## config.mk

```make
export PLATFORM = sky130hd
export DESIGN_NAME = twi_stuck_watchdog
export DESIGN_NICKNAME = d
export VERILOG_FILES = /design/src/rtl/twi_wd_pkg.sv /design/src/rtl/twi_wd_cond.sv /design/src/rtl/twi_wd_arm.sv /design/src/rtl/twi_wd_lowcnt.sv /design/src/rtl/twi_stuck_watchdog.sv
export SDC_FILE = /design/constraint.sdc
export NUM_CORES = 1
export LEC_CHECK = 0
export ABC_AREA = 1
export CORE_MARGIN = 3
export CORE_UTILIZATION = 40
export CTS_BUF_LIST = sky130_fd_sc_hd__clkbuf_4
export CTS_CLUSTER_DIAMETER = 50
export DETAILED_ROUTE_END_ITERATION = 8
export DONT_BUFFER_PORTS = 1
export GPL_ROUTABILITY_DRIVEN = 1
export SYNTH_ARGS = -nofsm -noshare
export SYNTH_HDL_FRONTEND = slang
export SYNTH_SLANG_ARGS = --single-unit
```

## constraint.sdc

```tcl
create_clock -name clk -period 4.1 [get_ports clk]
set_input_delay 0.205 -clock clk [delete_from_list [all_inputs] [get_ports clk]]
set_output_delay 0.205 -clock clk [all_outputs]
set_load 0.02 [all_outputs]
```

## src/rtl/twi_wd_pkg.sv

```systemverilog
package twi_wd_pkg;

   typedef enum logic [1:0] {
      BUS_EV_NONE  = 2'd0,
      BUS_EV_START = 2'd1,
      BUS_EV_STOP  = 2'd2
   } bus_ev_e;

   // Number of system clocks in a window of win_us microseconds.
   function automatic longint calc_limit(input longint clk_hz, input longint win_us);
      return (clk_hz * win_us) / 64'd1000000;
   endfunction

endpackage

```

## src/rtl/twi_wd_cond.sv

```systemverilog
module twi_wd_cond (
   input  logic                 clk,
   input  logic                 rst_n,
   input  logic                 scl_i,
   input  logic                 sda_i,
   output twi_wd_pkg::bus_ev_e  ev_o
);
   import twi_wd_pkg::*;

   logic scl_q;
   logic sda_q;

   always_ff @(posedge clk or negedge rst_n) begin
      if (!rst_n) begin
         scl_q <= 1'b1;
         sda_q <= 1'b1;
      end else begin
         scl_q <= scl_i;
         sda_q <= sda_i;
      end
   end

   always_comb begin
      ev_o = BUS_EV_NONE;
      if (scl_q && scl_i) begin
         if (sda_q && !sda_i)      ev_o = BUS_EV_START;
         else if (!sda_q && sda_i) ev_o = BUS_EV_STOP;
      end
   end
endmodule

```

## src/rtl/twi_wd_arm.sv

```systemverilog
module twi_wd_arm (
   input  logic clk,
   input  logic rst_n,
   input  logic start_i,
   input  logic stop_i,
   input  logic fire_i,
   output logic armed_o
);
   always_ff @(posedge clk or negedge rst_n) begin
      if (!rst_n)                armed_o <= 1'b0;
      else if (start_i)          armed_o <= 1'b1;
      else if (stop_i || fire_i) armed_o <= 1'b0;
   end
endmodule

```

## src/rtl/twi_wd_lowcnt.sv

```systemverilog
module twi_wd_lowcnt #(
   parameter int LIMIT    = 4500,
   parameter int CW       = $clog2(LIMIT + 1),
   parameter bit FIRE_REG = 1'b1
) (
   input  logic          clk,
   input  logic          rst_n,
   input  logic          clr_i,
   input  logic          step_i,
   output logic [CW-1:0] cnt_o,
   output logic          fire_o
);
   localparam logic [CW-1:0] CAP     = CW'(LIMIT);
   localparam logic [CW-1:0] PRE_CAP = CW'(LIMIT - 1);

   logic hit;

   always_ff @(posedge clk or negedge rst_n) begin
      if (!rst_n)                        cnt_o <= '0;
      else if (clr_i)                    cnt_o <= '0;
      else if (step_i && cnt_o != CAP)   cnt_o <= cnt_o + 1'b1;
   end

   assign hit = !clr_i && step_i && (cnt_o == PRE_CAP);

   generate
      if (FIRE_REG) begin : g_fire_reg
         logic fire_q;
         always_ff @(posedge clk or negedge rst_n) begin
            if (!rst_n) fire_q <= 1'b0;
            else        fire_q <= hit;
         end
         assign fire_o = fire_q;
      end else begin : g_fire_comb
         assign fire_o = hit;
      end
   endgenerate
endmodule

```

## src/rtl/twi_stuck_watchdog.sv

```systemverilog
module twi_stuck_watchdog #(
   parameter longint CLK_HZ     = 100_000_000,
   parameter int     TIMEOUT_US = 45_000,
   parameter bit     FIRE_REG   = 1'b1
) (
   input  logic clk,
   input  logic rst_n,
   input  logic scl_i,
   input  logic sda_i,
   input  logic busy_i,
   input  logic en_i,
   output logic tmo_rst_o
);
   import twi_wd_pkg::*;

   localparam longint LIMIT_L = calc_limit(CLK_HZ, longint'(TIMEOUT_US));
   localparam int     LIMIT   = int'(LIMIT_L);
   localparam int     CW      = $clog2(LIMIT + 1);

   generate
      if (TIMEOUT_US < 30_000 || TIMEOUT_US > 60_000) begin : g_bad_window
         $error("TIMEOUT_US must lie within 30000..60000");
      end
      if (LIMIT_L < 2 || LIMIT_L > 64'd2000000000) begin : g_bad_limit
         $error("clock frequency gives an unusable count limit");
      end
   endgenerate

   bus_ev_e       ev;
   logic          is_start;
   logic          is_stop;
   logic          armed;
   logic          clr;
   logic          step;
   logic [CW-1:0] cnt;

   twi_wd_cond u_cond (
      .clk   (clk),
      .rst_n (rst_n),
      .scl_i (scl_i),
      .sda_i (sda_i),
      .ev_o  (ev)
   );

   assign is_start = (ev == BUS_EV_START);
   assign is_stop  = (ev == BUS_EV_STOP);

   twi_wd_arm u_arm (
      .clk     (clk),
      .rst_n   (rst_n),
      .start_i (is_start),
      .stop_i  (is_stop),
      .fire_i  (tmo_rst_o),
      .armed_o (armed)
   );

   assign clr  = !en_i || is_start || is_stop || (scl_i && sda_i);
   assign step = armed && busy_i && (!scl_i || !sda_i);

   twi_wd_lowcnt #(
      .LIMIT    (LIMIT),
      .CW       (CW),
      .FIRE_REG (FIRE_REG)
   ) u_cnt (
      .clk    (clk),
      .rst_n  (rst_n),
      .clr_i  (clr),
      .step_i (step),
      .cnt_o  (cnt),
      .fire_o (tmo_rst_o)
   );
endmodule

```

==> summary.txt <==
Run status
  • Outcome: complete, no violations

Power
  • Pwr Density: 227 nW/um2
  • Leak: 0.857 nW
  • VDD IR max: between 100 and 150 uV

Die
  • Height of the die: approximately 74 um
  • Std cell rows: 24
  • Die W: 74.0 um
  • DIE AREA: 5480 um2
  • Core Region: about 4400 um2
  • Io pins: 7
  • Starting Density: 0.419

Timing
  • Final setup violation count: 0
  • Tcrit/Tclk final: 0.555
  • Clock Skew: 0.0229 ns
  • Final setup TNS: 0 ns
  • Smallest setup slack after layout: 1.82 ns
  • Slew Limit Headroom: 0.497
  • Worst Tran Pin Value: ~0.75 ns
  • Fmax: around 440 MHz
  • Hold Vio Cnt, Final: 0
  • Max-slew violations: 0
  • Hold Worst Slack: 0.0539 ns
  • Min Tclk post-route: ~2.3 ns
  • RSZ-0062 raised after global routing: false

CTS
  • Clock Tree Root: clkbuf_4
  • # Post-CTS Setup Buffers: 0
  • TritonCTS clock tree: done
  • Clk buf depth: 2
  • CTS HTree Levels: 1
  • CTS sink count: 27
  • Clk slew on worst S/H paths: 0.14 ns
  • Clock Latency Late Sink: ~0.34 ns
  • CTS buffer count: 3

Global route
  • Vias in the first global route: 1626
  • Initial antenna violation count: 0
  • GR Overflow Total: 0
  • First-pass GRT wire length: 7690 um
  • GRT Total Usage: 0.180
  • Largest net degree at the start of global routing: 28

Placed design
  • HPWL after detailed placement: 3160 um
  • Placed cell areas: ~1900 um2
  • Pre-CTS setup slack: 1.85 ns
  • Gp weighted congestion: 0.884
  • # port buffers: 0

Layout
  • Antenna diodes: 0
  • Seq. cell area: 678 um2
  • Core Util, Final: 0.442
  • Layout cell share with drive strength beyond 1: 0.0777
  • Most frequent cells in the layout: 100 x nand2_1, 52 x nor2_1, 29 x nand3_1
  • Post-layout nets: 292
  • Commonest non-fill, non-tap cell in the layout: nand2_1
  • Finished Cell Area: 1950 um2
  • Multi-input gate area: 1020 um2
  • Fillers: 445
  • Layout area overhead: 5.62%

Setup path
  • Crit Path Max Fanout: 22
  • Worst R2R Setup Slack: 1.82 ns
  • CP Data Arrival Time: 2.50 ns
  • Critical path class: flip-flop to flip-flop
  • Startpoint types: flip-flop
  • Required time worst endpoint: 4.33 ns
  • Kind of end point of the critical path: flip-flop

Synthesis
  • Average cell area after synthesis: 6.58 um2
  • Post-synthesis xor/xnor area fraction: 0.0474
  • Sequential area share after synthesis: 0.367
  • Largest family of logic cells by synthesized area: simple AND/OR/NAND/NOR gates
  • Syn Inst Count: 281
  • Cell accounting for the most synthesized area: dfrtp_1
  • Share of the synthesized area in the top cell type: 0.338
  • Cell area after synthesis: 1850 um2
  • Synth Area in Adders: 0.0135
  • Synth top area cells: dfrtp_1 34%, nand2_1 20%, nor2_1 11%
  • Syn Nets: 289
  • Complex-gate fraction of the synthesized area: 0.0244
  • Synth Register Bits: 27
  • Simple-gate share of the synthesized area: 0.468
  • Mux contribution to synthesized area: 0
  • Warnings from Yosys: 0
  • Post-synth cell types: 26

Routing
  • ANT nets after route: 0
  • Vias per cell: 5.07
  • DR vias: around 1700
  • 1st-iter DRT viols: 70
  • WL per Instance: 12.8 um
  • Detailed-route DRC error count: 0
  • Final wirelength: 4280 um
  • First-pass detailed-route iteration total: 4

Run
  • # Max-Cap Violations: 0

Worst hold path
  • Hold crit path type: input port to flip-flop
[repair_timing]
action | in CTS | in global routing
endpoints found under the setup margin | 0 | 0
resized for setup | 0 | 0
hold endpoints to repair | 29 | 0
hold buffers | 4 | 0
[path summary, 6_finish.rpt]
check                                            start                          end  cells after the start
setup / recovery                u_cond.sda_q$_DFF_PN1_   u_cnt.cnt_o[5]$_DFFE_PN0P_                      9
hold reg to reg            u_cnt.cnt_o[21]$_DFFE_PN0P_  u_cnt.cnt_o[21]$_DFFE_PN0P_                      2
max in group asynchronous                        rst_n       u_cond.sda_q$_DFF_PN1_                      2
setup reg to reg                u_cond.sda_q$_DFF_PN1_   u_cnt.cnt_o[5]$_DFFE_PN0P_                      9
hold / removal                                   scl_i    u_arm.armed_o$_DFFE_PN0P_                      2
min in group asynchronous                        rst_n  u_cnt.cnt_o[16]$_DFFE_PN0P_                      2
[worst max-delay path, cell delays in order, from the launching register on]
cell and delay (ns):
dfstp_2 0.54, inv_1 0.04, nor2_1 0.08, nand3_1 0.09, nand3_1 0.54, inv_2 0.21
nand2_4 0.28, clkinv_2 0.24, nand2_1 0.11, nand2_1 0.06
[sequential cells by signal, summed over array words and instances, names as in the netlist]
signal and cells:
u_cnt.cnt_o 23, u_arm.armed_o 1, u_cnt.fire_o 1, u_cond.scl_q 1, u_cond.sda_q 1
[power breakdown]
part | internal, mW | total [mW] | switching, mW
Sequential | 0.271 | 0.273 | 0.00192
Combinational | 0.0107 | 0.0424 | 0.0317
Clock | 0.0447 | 0.128 | 0.0830
[layer usage]
layer  share of wire  global-route usage  vias to the layer above
met5               0                   0                        -
met4           0.013              0.0543                        0
met3           0.035              0.0216                        4
met2            0.44               0.283                       26
met1            0.51               0.259                      789
li1                -                   -                      879
[synth_stat cells, drive strengths merged]
cell type and number:
nand2 103, nor2 56, nand3 30, inv 27
dfrtp 25, xor2 10, nand4 6, o21ai 6
buf 5, dfstp 2, ha 2, nor3 2
and2 1, clkbuf 1, clkinv 1, nand3b 1
nor3b 1, o21bai 1, o31ai 1
[cell type report]
cell class	count	area share
clock buffer	4	0.0154
multi-input combinational	220	0.524
timing repair buffer	4	0.0256
inverter	28	0.0545
tap	52	0.0333
sequential	27	0.347
[per-stage QoR]
step / instances / power (mW)
after floorplan: 281 / 0.307
after CTS: 335 / 0.447
after global placement: 327 / 0.310
after detailed placement: 327 / 0.311
final: 335 / 0.443
after global routing: 335 / 0.465
[logic make-up (layout without fill, tap and decap cells)]
| family | count (synthesis) | in the layout |
|---|---|---|
| buf+inv | 34 | 36 |
| simple gates | 200 | 200 |
| compound gates | 8 | 8 |
| fa+ha+maj | 2 | 2 |
| flops | 27 | 27 |
| xor+xnor | 10 | 10 |
Note: power is estimated with default switching activity, not from simulation.
